$ cat config.mk
export PLATFORM = sky130hd
export DESIGN_NAME = wake_irq_ctrl
export DESIGN_NICKNAME = d
export VERILOG_FILES = /design/src/rtl/wake_irq_pkg.sv /design/src/rtl/wake_irq_sync.sv /design/src/rtl/wake_irq_ext_path.sv /design/src/rtl/wake_irq_drv_flag.sv /design/src/rtl/wake_irq_arb.sv /design/src/rtl/wake_irq_ctrl.sv
export SDC_FILE = /design/constraint.sdc
export NUM_CORES = 1
export LEC_CHECK = 0
export BUFFER_PORTS_ARGS = -buffer_cell sky130_fd_sc_hd__buf_4
export CAP_MARGIN = 30
export CORE_ASPECT_RATIO = 1.25
export CORE_MARGIN = 2
export CORE_UTILIZATION = 25
export CTS_BUF_LIST = sky130_fd_sc_hd__clkbuf_8
export DETAILED_ROUTE_END_ITERATION = 8
export PLACE_DENSITY = 0.5
export SETUP_SLACK_MARGIN = 0.2
export SYNTH_ARGS = -nofsm -noshare
export SYNTH_HDL_FRONTEND = slang
export SYNTH_HIERARCHICAL = 1
export SYNTH_SLANG_ARGS = --single-unit
export TNS_END_PERCENT = 1
$ cat constraint.sdc
create_clock -name clk_i -period 1 [get_ports clk_i]
set_input_delay 0.05 -clock clk_i [delete_from_list [all_inputs] [get_ports clk_i]]
set_output_delay 0.05 -clock clk_i [all_outputs]
set_load 0.02 [all_outputs]
$ cat src/rtl/wake_irq_pkg.sv
package wake_irq_pkg;
  localparam int unsigned PINS      = 8;
  localparam int unsigned PAIRS     = PINS / 2;
  localparam int unsigned CTL_W     = 8;
  localparam int unsigned EN_LSB    = 4;
  localparam int unsigned SYNC_DEPTH = 2;

  typedef enum logic {
    VEC_EXT = 1'b0,
    VEC_DRV = 1'b1
  } vec_e;
endpackage

$ cat src/rtl/wake_irq_sync.sv
module wake_irq_sync #(
  parameter int unsigned W     = 1,
  parameter int unsigned DEPTH = 2
) (
  input  logic         clk_i,
  input  logic         rst_ni,
  input  logic [W-1:0] d_i,
  output logic [W-1:0] q_o
);
  logic [W-1:0] stage_q [DEPTH];

  for (genvar s = 0; s < DEPTH; s++) begin : g_stage
    always_ff @(posedge clk_i or negedge rst_ni) begin
      if (!rst_ni) stage_q[s] <= '0;
      else if (s == 0) stage_q[s] <= d_i;
      else stage_q[s] <= stage_q[(s == 0) ? 0 : s-1];
    end
  end

  assign q_o = stage_q[DEPTH-1];
endmodule

$ cat src/rtl/wake_irq_ext_path.sv
module wake_irq_ext_path #(
  parameter int unsigned PINS  = 8,
  parameter int unsigned PAIRS = PINS / 2
) (
  input  logic             clk_i,
  input  logic             rst_ni,
  input  logic [PINS-1:0]  pin_act_raw_i,
  input  logic [PINS-1:0]  pin_act_sync_i,
  input  logic             ext_act_raw_i,
  input  logic             ext_act_sync_i,
  input  logic [PAIRS-1:0] pair_en_i,
  input  logic             stop_i,
  input  logic             ack_ext_i,
  output logic             ext_flag_o,
  output logic             wake_o
);
  logic [PINS-1:0] pin_mask;
  logic            src_sync;
  logic            src_raw;
  logic            flag_q;

  for (genvar p = 0; p < PINS; p++) begin : g_mask
    assign pin_mask[p] = pair_en_i[p/2];
  end

  assign src_sync = ext_act_sync_i | (|(pin_act_sync_i & pin_mask));
  assign src_raw  = ext_act_raw_i  | (|(pin_act_raw_i  & pin_mask));

  // ack clear wins; a still-active level re-sets on the next edge
  always_ff @(posedge clk_i or negedge rst_ni) begin
    if (!rst_ni)        flag_q <= 1'b0;
    else if (ack_ext_i) flag_q <= 1'b0;
    else if (src_sync)  flag_q <= 1'b1;
  end

  assign ext_flag_o = flag_q;
  assign wake_o     = stop_i & src_raw;

  a_r4_ack_clears: assert property (@(posedge clk_i) disable iff (!rst_ni)
    ack_ext_i |=> !ext_flag_o);
  a_r2_level_sets: assert property (@(posedge clk_i) disable iff (!rst_ni)
    (src_sync && !ack_ext_i) |=> ext_flag_o);
  a_r10_wake_in_stop: assert property (@(posedge clk_i) disable iff (!rst_ni)
    wake_o |-> stop_i);
endmodule

$ cat src/rtl/wake_irq_drv_flag.sv
module wake_irq_drv_flag (
  input  logic clk_i,
  input  logic rst_ni,
  input  logic hw_set_i,
  input  logic sw_set_i,
  input  logic sw_clr_i,
  output logic flag_o
);
  logic flag_q;

  always_ff @(posedge clk_i or negedge rst_ni) begin
    if (!rst_ni)                  flag_q <= 1'b0;
    else if (hw_set_i | sw_set_i) flag_q <= 1'b1;
    else if (sw_clr_i)            flag_q <= 1'b0;
  end

  assign flag_o = flag_q;

  a_r8_set_wins: assert property (@(posedge clk_i) disable iff (!rst_ni)
    (hw_set_i || sw_set_i) |=> flag_o);
  a_r8_only_sw_clears: assert property (@(posedge clk_i) disable iff (!rst_ni)
    (flag_o && !sw_clr_i) |=> flag_o);
endmodule

$ cat src/rtl/wake_irq_arb.sv
module wake_irq_arb
  import wake_irq_pkg::*;
(
  input  logic clk_i,
  input  logic rst_ni,
  input  logic ext_flag_i,
  input  logic drv_flag_i,
  input  logic ext_gie_i,
  input  logic drv_gie_i,
  input  logic drv_local_en_i,
  input  logic ack_i,
  input  logic reti_i,
  output logic req_o,
  output vec_e sel_o,
  output logic in_svc_o,
  output logic ack_ext_o
);
  logic in_svc_q;
  logic ext_ok;
  logic drv_ok;

  assign ext_ok = ext_flag_i & ext_gie_i & ~in_svc_q;
  assign drv_ok = drv_flag_i & drv_gie_i & drv_local_en_i & ~in_svc_q & ~ext_flag_i;

  assign req_o     = ext_ok | drv_ok;
  assign sel_o     = ext_ok ? VEC_EXT : VEC_DRV;
  assign ack_ext_o = ack_i & ext_ok;

  always_ff @(posedge clk_i or negedge rst_ni) begin
    if (!rst_ni)             in_svc_q <= 1'b0;
    else if (reti_i)         in_svc_q <= 1'b0;
    else if (ack_i & req_o)  in_svc_q <= 1'b1;
  end

  assign in_svc_o = in_svc_q;

  a_r9_svc_masks: assert property (@(posedge clk_i) disable iff (!rst_ni)
    in_svc_o |-> !req_o);
  a_r6_drv_blocked: assert property (@(posedge clk_i) disable iff (!rst_ni)
    (req_o && sel_o == VEC_DRV) |-> (!ext_flag_i && drv_gie_i && drv_local_en_i));
  a_r9_reti_clears: assert property (@(posedge clk_i) disable iff (!rst_ni)
    reti_i |=> !in_svc_o);
  a_r9_ack_enters: assert property (@(posedge clk_i) disable iff (!rst_ni)
    (ack_i && req_o && !reti_i) |=> in_svc_o);
  a_r5_ext_gated: assert property (@(posedge clk_i) disable iff (!rst_ni)
    (req_o && sel_o == VEC_EXT) |-> (ext_gie_i && ext_flag_i));
endmodule

$ cat src/rtl/wake_irq_ctrl.sv
module wake_irq_ctrl
  import wake_irq_pkg::*;
(
  input  logic             clk_i,
  input  logic             rst_ni,
  input  logic [PINS-1:0]  port_pin_ni,
  input  logic             ext_pin_ni,
  input  logic             ctl_we_i,
  input  logic [CTL_W-1:0] ctl_wdata_i,
  input  logic             ext_gie_i,
  input  logic             drv_gie_i,
  input  logic             drv_local_en_i,
  input  logic             drv_hw_set_i,
  input  logic             drv_sw_set_i,
  input  logic             drv_sw_clr_i,
  input  logic             stop_i,
  input  logic             ack_i,
  input  logic             reti_i,
  output logic             irq_req_o,
  output logic             irq_sel_o,
  output logic             ext_flag_o,
  output logic             drv_flag_o,
  output logic             in_service_o,
  output logic             wake_o
);
  logic [PAIRS-1:0] pair_en_q;
  logic [PINS:0]    act_raw;
  logic [PINS:0]    act_sync;
  logic             ack_ext;
  vec_e             sel;
  logic             unused_ctl_low;

  assign unused_ctl_low = ^ctl_wdata_i[EN_LSB-1:0];

  always_ff @(posedge clk_i or negedge rst_ni) begin
    if (!rst_ni)       pair_en_q <= '0;
    else if (ctl_we_i) pair_en_q <= ctl_wdata_i[EN_LSB +: PAIRS];
  end

  assign act_raw = {~ext_pin_ni, ~port_pin_ni};

  wake_irq_sync #(.W(PINS+1), .DEPTH(SYNC_DEPTH)) u_sync (
    .clk_i (clk_i),
    .rst_ni(rst_ni),
    .d_i   (act_raw),
    .q_o   (act_sync)
  );

  wake_irq_ext_path #(.PINS(PINS), .PAIRS(PAIRS)) u_ext (
    .clk_i         (clk_i),
    .rst_ni        (rst_ni),
    .pin_act_raw_i (act_raw[PINS-1:0]),
    .pin_act_sync_i(act_sync[PINS-1:0]),
    .ext_act_raw_i (act_raw[PINS]),
    .ext_act_sync_i(act_sync[PINS]),
    .pair_en_i     (pair_en_q),
    .stop_i        (stop_i),
    .ack_ext_i     (ack_ext),
    .ext_flag_o    (ext_flag_o),
    .wake_o        (wake_o)
  );

  wake_irq_drv_flag u_drv (
    .clk_i   (clk_i),
    .rst_ni  (rst_ni),
    .hw_set_i(drv_hw_set_i),
    .sw_set_i(drv_sw_set_i),
    .sw_clr_i(drv_sw_clr_i),
    .flag_o  (drv_flag_o)
  );

  wake_irq_arb u_arb (
    .clk_i         (clk_i),
    .rst_ni        (rst_ni),
    .ext_flag_i    (ext_flag_o),
    .drv_flag_i    (drv_flag_o),
    .ext_gie_i     (ext_gie_i),
    .drv_gie_i     (drv_gie_i),
    .drv_local_en_i(drv_local_en_i),
    .ack_i         (ack_i),
    .reti_i        (reti_i),
    .req_o         (irq_req_o),
    .sel_o         (sel),
    .in_svc_o      (in_service_o),
    .ack_ext_o     (ack_ext)
  );

  assign irq_sel_o = sel;

  a_r8_ack_keeps_drv: assert property (@(posedge clk_i) disable iff (!rst_ni)
    (ack_i && irq_req_o && irq_sel_o && !drv_sw_clr_i) |=> drv_flag_o);
  a_r7_ext_first: assert property (@(posedge clk_i) disable iff (!rst_ni)
    (ext_flag_o && ext_gie_i && !in_service_o) |-> (irq_req_o && !irq_sel_o));
endmodule

==> metrics.log, run 1 <==
[metrics] result of the run: complete, but fails checks
[metrics] violated checks: hold timing, setup timing
[metrics] Cell Int Power: 1.56 mW
[metrics] power per cell area: 1420 nW/um^2
[metrics] count of final hold-check violations: 1
[metrics] type of the worst min-delay path: input pin to flip-flop
[metrics] final std cells w/o fill: 154
[metrics] clock latency of the later-clocked register in the worst-skew pair: 250 ps
[metrics] CTS sink count: 25
[metrics] total grt overflow: 0
[metrics] Pwr Total: 2.00 mW
[metrics] number of clock buffers inserted by TritonCTS: 3
[metrics] number of cells on the worst hold path: 2
[metrics] core region area: 3510 sq um
[metrics] measured slew at the worst slew-check pin: 307 ps
[metrics] leading register cell type out of synthesis: dfrtp_1
[metrics] top cell types by occurrence after synthesis: dfrtp_1 (25), inv_1 (10), buf_4 (9)
[metrics] worst setup path class: flip-flop to primary output
[metrics] Sequential Power Share: 55.2%
[metrics] worst reg2reg setup slack: -20 ps
[metrics] area share of the largest cell type after synthesis: 67.8%
[metrics] worst-case hold slack: -55.3 ps
[metrics] CTS tree: built
[metrics] end of the worst hold path: u_sync/stage_q[17]$_DFF_PN0_
[metrics] warning count from the yosys run: 6
[metrics] Lkg Pwr: 0.688 nW
[metrics] via count of the first global-routing pass: 622
[metrics] Syn Inst Count: 71
[metrics] largest cells by area after synthesis: dfrtp_1 (68%), buf_4 (7.3%), mux2_2 (4.9%)
[metrics] number of flops mapped to enable cells by yosys: 0
[metrics] Port Buffer Count: 30
[metrics] HP Start: ext_pin_ni
[metrics] DRC marker count from the first detailed-route iteration: 20
[metrics] asr flop ratio synth: 100%
[metrics] first-pass iteration count of the detailed router: 3
[metrics] highest-delay cell along the critical path: dfrtp_2
[metrics] Max Buffers Root-to-Sink: 2
[metrics] VDD IR-drop max: 791 uV
[metrics] effective utilization at floorplan: 26.2%
[metrics] post-layout instance area: 1410 sq um
[metrics] family with the most delay on the worst path: flip-flops
[metrics] htree depth: 1
[metrics] highest cell delay on the worst timing path: 440 ps
[metrics] number of placement rows: 24
[metrics] Setup-failing EPs final: 5
[metrics] antenna violations before repair: 0
[metrics] Die Width: 58.3 um
[metrics] distinct cell type count after synthesis: 17
[metrics] final net count: 145
[metrics] layout overhead on the synthesized area: 53.2%
[metrics] required time of the critical path: 950 ps
[metrics] RR Endpoint: u_arb/in_svc_o$_DFFE_PN0P_
[metrics] syn nets: 100
[metrics] placed cell count: 132
[metrics] register clock-pin slew on the reported worst setup and hold paths: 80 ps
[metrics] RSZ-0062 raised after global routing: true
[metrics] weighted congestion reported at the end of routability-driven placement: 0.638
[metrics] Avg Vias per Cell: 4.15
[metrics] count leader, synth: dfrtp_1
[metrics] cell depth of the worst flop-to-flop path: 3
[metrics] top fanout value on the critical path: 4
[metrics] Setup Skew: 1.66 ps
[metrics] die outline height: 71.9 um
[metrics] Switching Share: 22.0%
[metrics] Tmin final: 1200 ps
[metrics] switching power of the nets: 0.439 mW
[metrics] Die Area: 4190 sq um
[metrics] clock network fraction of design power: 27.3%
[metrics] power share of the combinational group: 17.5%
[metrics] Wirelength per Cell: 10.3 um
[metrics] number of maximum-capacitance constraint violations: 0
[metrics] arrival time of data at the critical path endpoint: 1150 ps
[metrics] Final Cycle Share: 120%
[metrics] PnR worst setup slack: -200 ps
[metrics] dominant cell type by area after synthesis: dfrtp_1
[metrics] Post-DRT Antenna Nets: 0
[metrics] wire length of the first global-routing pass: 2.66 mm
[metrics] Critical path buffers and inverters: 1
[metrics] via count: 639
[metrics] fin. max-slew vios: 0
[metrics] list of cells traversed by the critical path: nand4b_4, a21oi_4, buf_6
[metrics] layout cell share with drive strength beyond 1: 45.2%
[metrics] type of destination of the critical path: primary output
[metrics] All-Layer GR Usage: 8.46%
[metrics] DRC errors left: 0
[metrics] instance area at placement: 1150 sq um
[metrics] achievable frequency: 834 MHz
[metrics] Yosys reg bits: 25
[metrics] IO Count: 35
[metrics] launching point of the worst reg2reg path: u_ext/ext_flag_o$_DFFE_PN0P_
[metrics] worst-case headroom to the max-slew limit: 79.5%
[metrics] crit start category: flip-flop
[metrics] post-synthesis instance area: 922 sq um
[metrics] antenna fix cells: 0
[metrics] aggregate negative setup slack: -570 ps
[metrics] root buffer selected by CTS: clkbuf_8
[metrics] wirelength, routed: 1.59 mm
[metrics] Post-Syn Area per Cell: 13.0 sq um
[metrics] pin count of the biggest net entering global routing: 26
[metrics] sequential cell area fraction in the yosys report: 67.8%
==> layout by cell type, fill, tap and decap left out, types with 2 or more instances in the layout <==
cell type	n
o21ai_1	3
inv_1	11
o21ai_0	2
mux2_4	3
dfrtp_1	24
nor2_1	3
buf_4	30
o21ai_2	4
clkbuf_8	3
buf_6	6
dlygate4sd3_1	13
==> per-stage QoR <==
step	worst slack, ps	util (%)	hold slack (ps)
finish	-200	40.2	-55.3
global route	-255	40.2	-56.8
CTS	-211	39.3	-64.3
detailed placement	32.5	32.7	-29.9
global placement	26.9	32.7	-37.9
floorplan	86.1	-	-246
==> sequential cells by signal, summed over array words and instances, names as in the netlist <==
register          cells
pair_en_q             4
u_drv/flag_o          1
u_sync/stage_q        9
u_ext/ext_flag_o      1
u_sync/q_o            9
u_arb/in_svc_o        1
==> power by group through the flow <==
stage / logic, mW / clock network [mW] / registers [mW]
floorplan: 0.119 / 0 / 1.13
global placement: 0.247 / 0 / 1.12
detailed placement: 0.251 / 0 / 1.12
CTS: 0.337 / 0.570 / 1.10
global route: 0.381 / 0.625 / 1.11
finish: 0.350 / 0.546 / 1.10
==> layer usage <==
metal  GRT usage [%]  share of wire (%)  vias up
met1            10.1                 38      295
met3            1.78                7.4        4
li1                -                  -      313
met4            4.65                2.1        0
met2            14.0                 52       27
met5               0                  0        -
==> worst max-delay path by stage <==
stage | start | endpoint | slack, ps | depth (start not counted)
after global routing | u_ext/ext_flag_o$_DFFE_PN0P_ | irq_req_o | -250 | 3
after CTS | pair_en_q[2]$_DFFE_PN0P_ | wake_o | -210 | 4
after global placement | pair_en_q[0]$_DFFE_PN0P_ | wake_o | 30 | 4
after floorplan | u_ext/ext_flag_o$_DFFE_PN0P_ | u_arb/in_svc_o$_DFFE_PN0P_ | 90 | 2
after detailed placement | pair_en_q[2]$_DFFE_PN0P_ | wake_o | 30 | 4
final | u_ext/ext_flag_o$_DFFE_PN0P_ | irq_req_o | -200 | 3
==> layout make-up <==
| class | instances | area [sq um] |
|---|---|---|
| flip-flops and latches | 25 | 627 |
| clock inverters | 1 | 3.75 |
| inverters | 10 | 37.5 |
| clock buffers | 3 | 41.3 |
| multi-input cells | 27 | 231 |
| fillers | 341 | 2100 |
| repair buffers | 49 | 423 |
| well taps | 39 | 48.8 |
==> logic make-up (layout without fill, tap and decap cells) <==
group / after synthesis / after routing / synth area share (%)
DFF: 25 / 25 / 67.8
buffers and inverters: 19 / 63 / 11.4
AOI/OAI and AO/OA: 14 / 14 / 8.82
and+or+nand+nor: 9 / 9 / 7.06
muxes: 4 / 4 / 4.88
==> repair_timing <==
| action | CTS | global route |
|---|---|---|
| gates resized for setup | 10 | 7 |
| endpoints found under the hold margin | 36 | 2 |
| buffers inserted | 5 | 0 |
| hold buffers | 12 | 1 |
| endpoints found under the setup margin | 9 | 12 |
| pin swaps | 2 | 2 |
(Power assumes the default switching activity.)
==> run 2, diff against run 1 <==
--- a/config.mk
+++ b/config.mk
@@ -8,11 +8,11 @@
 export BUFFER_PORTS_ARGS = -buffer_cell sky130_fd_sc_hd__buf_4
 export CAP_MARGIN = 30
 export CORE_ASPECT_RATIO = 1.25
-export CORE_MARGIN = 2
 export CORE_UTILIZATION = 25
 export CTS_BUF_LIST = sky130_fd_sc_hd__clkbuf_8
 export DETAILED_ROUTE_END_ITERATION = 8
 export PLACE_DENSITY = 0.5
+export REMOVE_ABC_BUFFERS = 1
 export SETUP_SLACK_MARGIN = 0.2
 export SYNTH_ARGS = -nofsm -noshare
 export SYNTH_HDL_FRONTEND = slang
==> metrics.log, run 2 (synthesis gave the netlist of run 1 again) <==
[metrics] core region area: 3510 sq um (unchanged)
[metrics] aggregate negative setup slack: -612 ps (-42.7 ps)
[metrics] IO Count: 35 (unchanged)
[metrics] via count of the first global-routing pass: 681 (+9.5%)
[metrics] wire length of the first global-routing pass: 2.93 mm (+10%)
[metrics] layout cell share with drive strength beyond 1: 44.4% (-0.77 points)
[metrics] most common cell after layout, fill and taps aside: buf_4
[metrics] DRC marker count from the first detailed-route iteration: 7 (-65%)
[metrics] Die Width: 56.3 um (-3.4%)
[metrics] number of clock buffers inserted by TritonCTS: 3 (unchanged)
[metrics] register clock-pin slew on the reported worst setup and hold paths: 80 ps (about the same)
[metrics] htree depth: 1 (unchanged)
[metrics] via count: 637 (-0.31%)
[metrics] Max Buffers Root-to-Sink: 2 (unchanged)
[metrics] arrival time of data at the critical path endpoint: 1170 ps (+20 ps)
[metrics] total grt overflow: 0 (unchanged)
[metrics] Port Buffer Count: 30 (unchanged)
[metrics] fin. max-slew vios: 0 (unchanged)
[metrics] die outline height: 69.9 um (-2.8%)
[metrics] measured slew at the worst slew-check pin: 302 ps (-4.46 ps)
[metrics] instance area at placement: 1140 sq um (-1.1%)
[metrics] metal1 wirelength: 668 um (+9.7%)
[metrics] type of destination of the critical path: primary output
[metrics] achievable frequency: 819 MHz (-1.8%)
[metrics] VDD IR-drop max: 904 uV (+14%)
[metrics] Critical path buffers and inverters: 1 (unchanged)
[metrics] Storage cell area: 627 sq um (unchanged)
[metrics] antenna fix cells: 0 (unchanged)
[metrics] root buffer selected by CTS: clkbuf_8
[metrics] highest-delay cell along the critical path: dfrtp_1
[metrics] worst setup path class: flip-flop to primary output
[metrics] list of cells traversed by the critical path: o21ai_2, nand4_1, o21a_1, buf_6
[metrics] weighted congestion reported at the end of routability-driven placement: 0.654 (+2.5%)
[metrics] top fanout value on the critical path: 2 (-2)
[metrics] RSZ-0062 raised after global routing: true
[metrics] top layer in use: met4
[metrics] leading cell types in the layout, fill and taps excluded: buf_4 (32), dfrtp_1 (24), dlygate4sd3_1 (14)
[metrics] Lkg Pwr: 0.690 nW (+0.23%)
[metrics] family with the most delay on the worst path: flip-flops
[metrics] CTS sink count: 25 (unchanged)
[metrics] wirelength, routed: 1.77 mm (+11%)
[metrics] Setup-failing EPs final: 5 (unchanged)
[metrics] Post-DRT Antenna Nets: 0 (unchanged)
[metrics] first-pass iteration count of the detailed router: 3 (unchanged)
[metrics] Wirelength per Cell: 11.3 um (+9.6%)
[metrics] crit start category: flip-flop
[metrics] Avg Vias per Cell: 4.08 (-1.6%)
[metrics] PnR worst setup slack: -221 ps (-21.5 ps)
[metrics] All-Layer GR Usage: 9.86% (+1.4 points)
[metrics] required time of the critical path: 950 ps (about the same)
[metrics] DRC errors left: 0 (unchanged)
[metrics] sum of met3 wire segment lengths after detailed routing: 87 um (-26%)
[metrics] post-layout instance area: 1410 sq um (unchanged)
[metrics] violated checks: setup timing
[metrics] result of the run: complete, but fails checks
[metrics] power per cell area: 1430 nW/um^2 (+0.80%)
[metrics] effective utilization at floorplan: 26.2% (unchanged)
[metrics] Die Area: 3940 sq um (-6.1%)
[metrics] Final Cycle Share: 122% (+2.1 points)
[metrics] number of maximum-capacitance constraint violations: 0 (unchanged)
[metrics] CTS tree: built
[metrics] Setup Skew: 2.43 ps (+0.773 ps)
[metrics] highest cell delay on the worst timing path: 410 ps (-30 ps)
[metrics] routed length on met2: 967 um (+17%)
[metrics] count of fill cells added during filler insertion: 355 (+4.1%)
[metrics] pin count of the biggest net entering global routing: 26 (unchanged)
[metrics] worst-case headroom to the max-slew limit: 79.8% (+0.30 points)
[metrics] number of placement rows: 24 (unchanged)
[metrics] Pwr Total: 2.02 mW (+0.80%)
[metrics] final net count: 147 (+1.4%)
[metrics] Tmin final: 1220 ps (+21.5 ps)
[metrics] layout overhead on the synthesized area: 53.2% (unchanged)
[metrics] clock latency of the later-clocked register in the worst-skew pair: 260 ps (about the same)
[metrics] Multi-input gate area: 218 sq um (-5.9%)
[metrics] detailed placement HPWL: 1.16 mm
[metrics] type of the worst min-delay path: input pin to flip-flop
[metrics] count of final hold-check violations: 0 (-1)
[metrics] pre-CTS worst setup slack: 12.3 ps (-20.2 ps)
[metrics] antenna violations before repair: 0 (unchanged)
==> run 2: changes by cell type in the layout (fill, tap and decap cells not counted) <==
cell and delta:
a21oi_4 -1, mux2_4 -1, buf_6 -1, mux2_2 +1, a21oi_2 +1, buf_4 +2, nand2_1 +1, nand2_2 -1
dlygate4sd3_1 +1
==> run 2: timing repair <==
action | 4_1_cts | 5_1_grt
setup buffers | 5 | 1
hold buffers | 12 | 2
pin swaps | 3 | 2
setup endpoints to repair | 9 | 12
resized for setup | 11 | 7
hold endpoints to repair | 36 | 2
==> run 2: layout make-up <==
| class | count | share of cell area, % |
|---|---|---|
| flip-flops and latches | 25 | 44.4 |
| repair buffers | 51 | 30.9 |
| inverters | 10 | 2.66 |
| clock inverters | 1 | 0.266 |
| multi-input cells | 27 | 15.4 |
| clock buffers | 3 | 2.92 |
| well taps | 39 | 3.45 |
==> run 2: through the flow <==
stage / instances / util, % / hold slack [ps]
after floorplan: 62 / - / -246
after global placement: 132 / 32.3 / -36.7
after detailed placement: 132 / 32.3 / -31.2
after CTS: 153 / 38.9 / -71.8
after global routing: 156 / 40.2 / 14.0
final: 156 / 40.2 / 16.9
==> run 2: final timing paths <==
path,startpoint,end,slack [ps],depth (start not counted)
max in group asynchronous,rst_ni,u_arb/in_svc_o$_DFFE_PN0P_,540,2
worst max-delay path,pair_en_q[1]$_DFFE_PN0P_,wake_o,-220,4
worst min register to register,u_sync/stage_q[16]$_DFF_PN0_,u_sync/q_o[7]$_DFF_PN0_,350,0
worst max register to register,pair_en_q[0]$_DFFE_PN0P_,u_ext/ext_flag_o$_DFFE_PN0P_,-20,5
worst min-delay path,ctl_wdata_i[7],pair_en_q[3]$_DFFE_PN0P_,20,2
min in group asynchronous,rst_ni,u_sync/stage_q[15]$_DFF_PN0_,210,2
==> run 2: metal layers <==
layer	track usage, %	up-vias
met4	5.69	0
met2	17.6	25
met3	1.67	5
li1	-	313
met5	0	-
met1	10.8	294
==> run 2: power breakdown <==
| part | internal, mW | total, mW | switching (mW) |
|---|---|---|---|
| clock | 0.274 | 0.558 | 0.284 |
| combinational | 0.218 | 0.355 | 0.137 |
| sequential | 1.07 | 1.10 | 0.0321 |
| total | 1.56 | 2.02 | 0.453 |
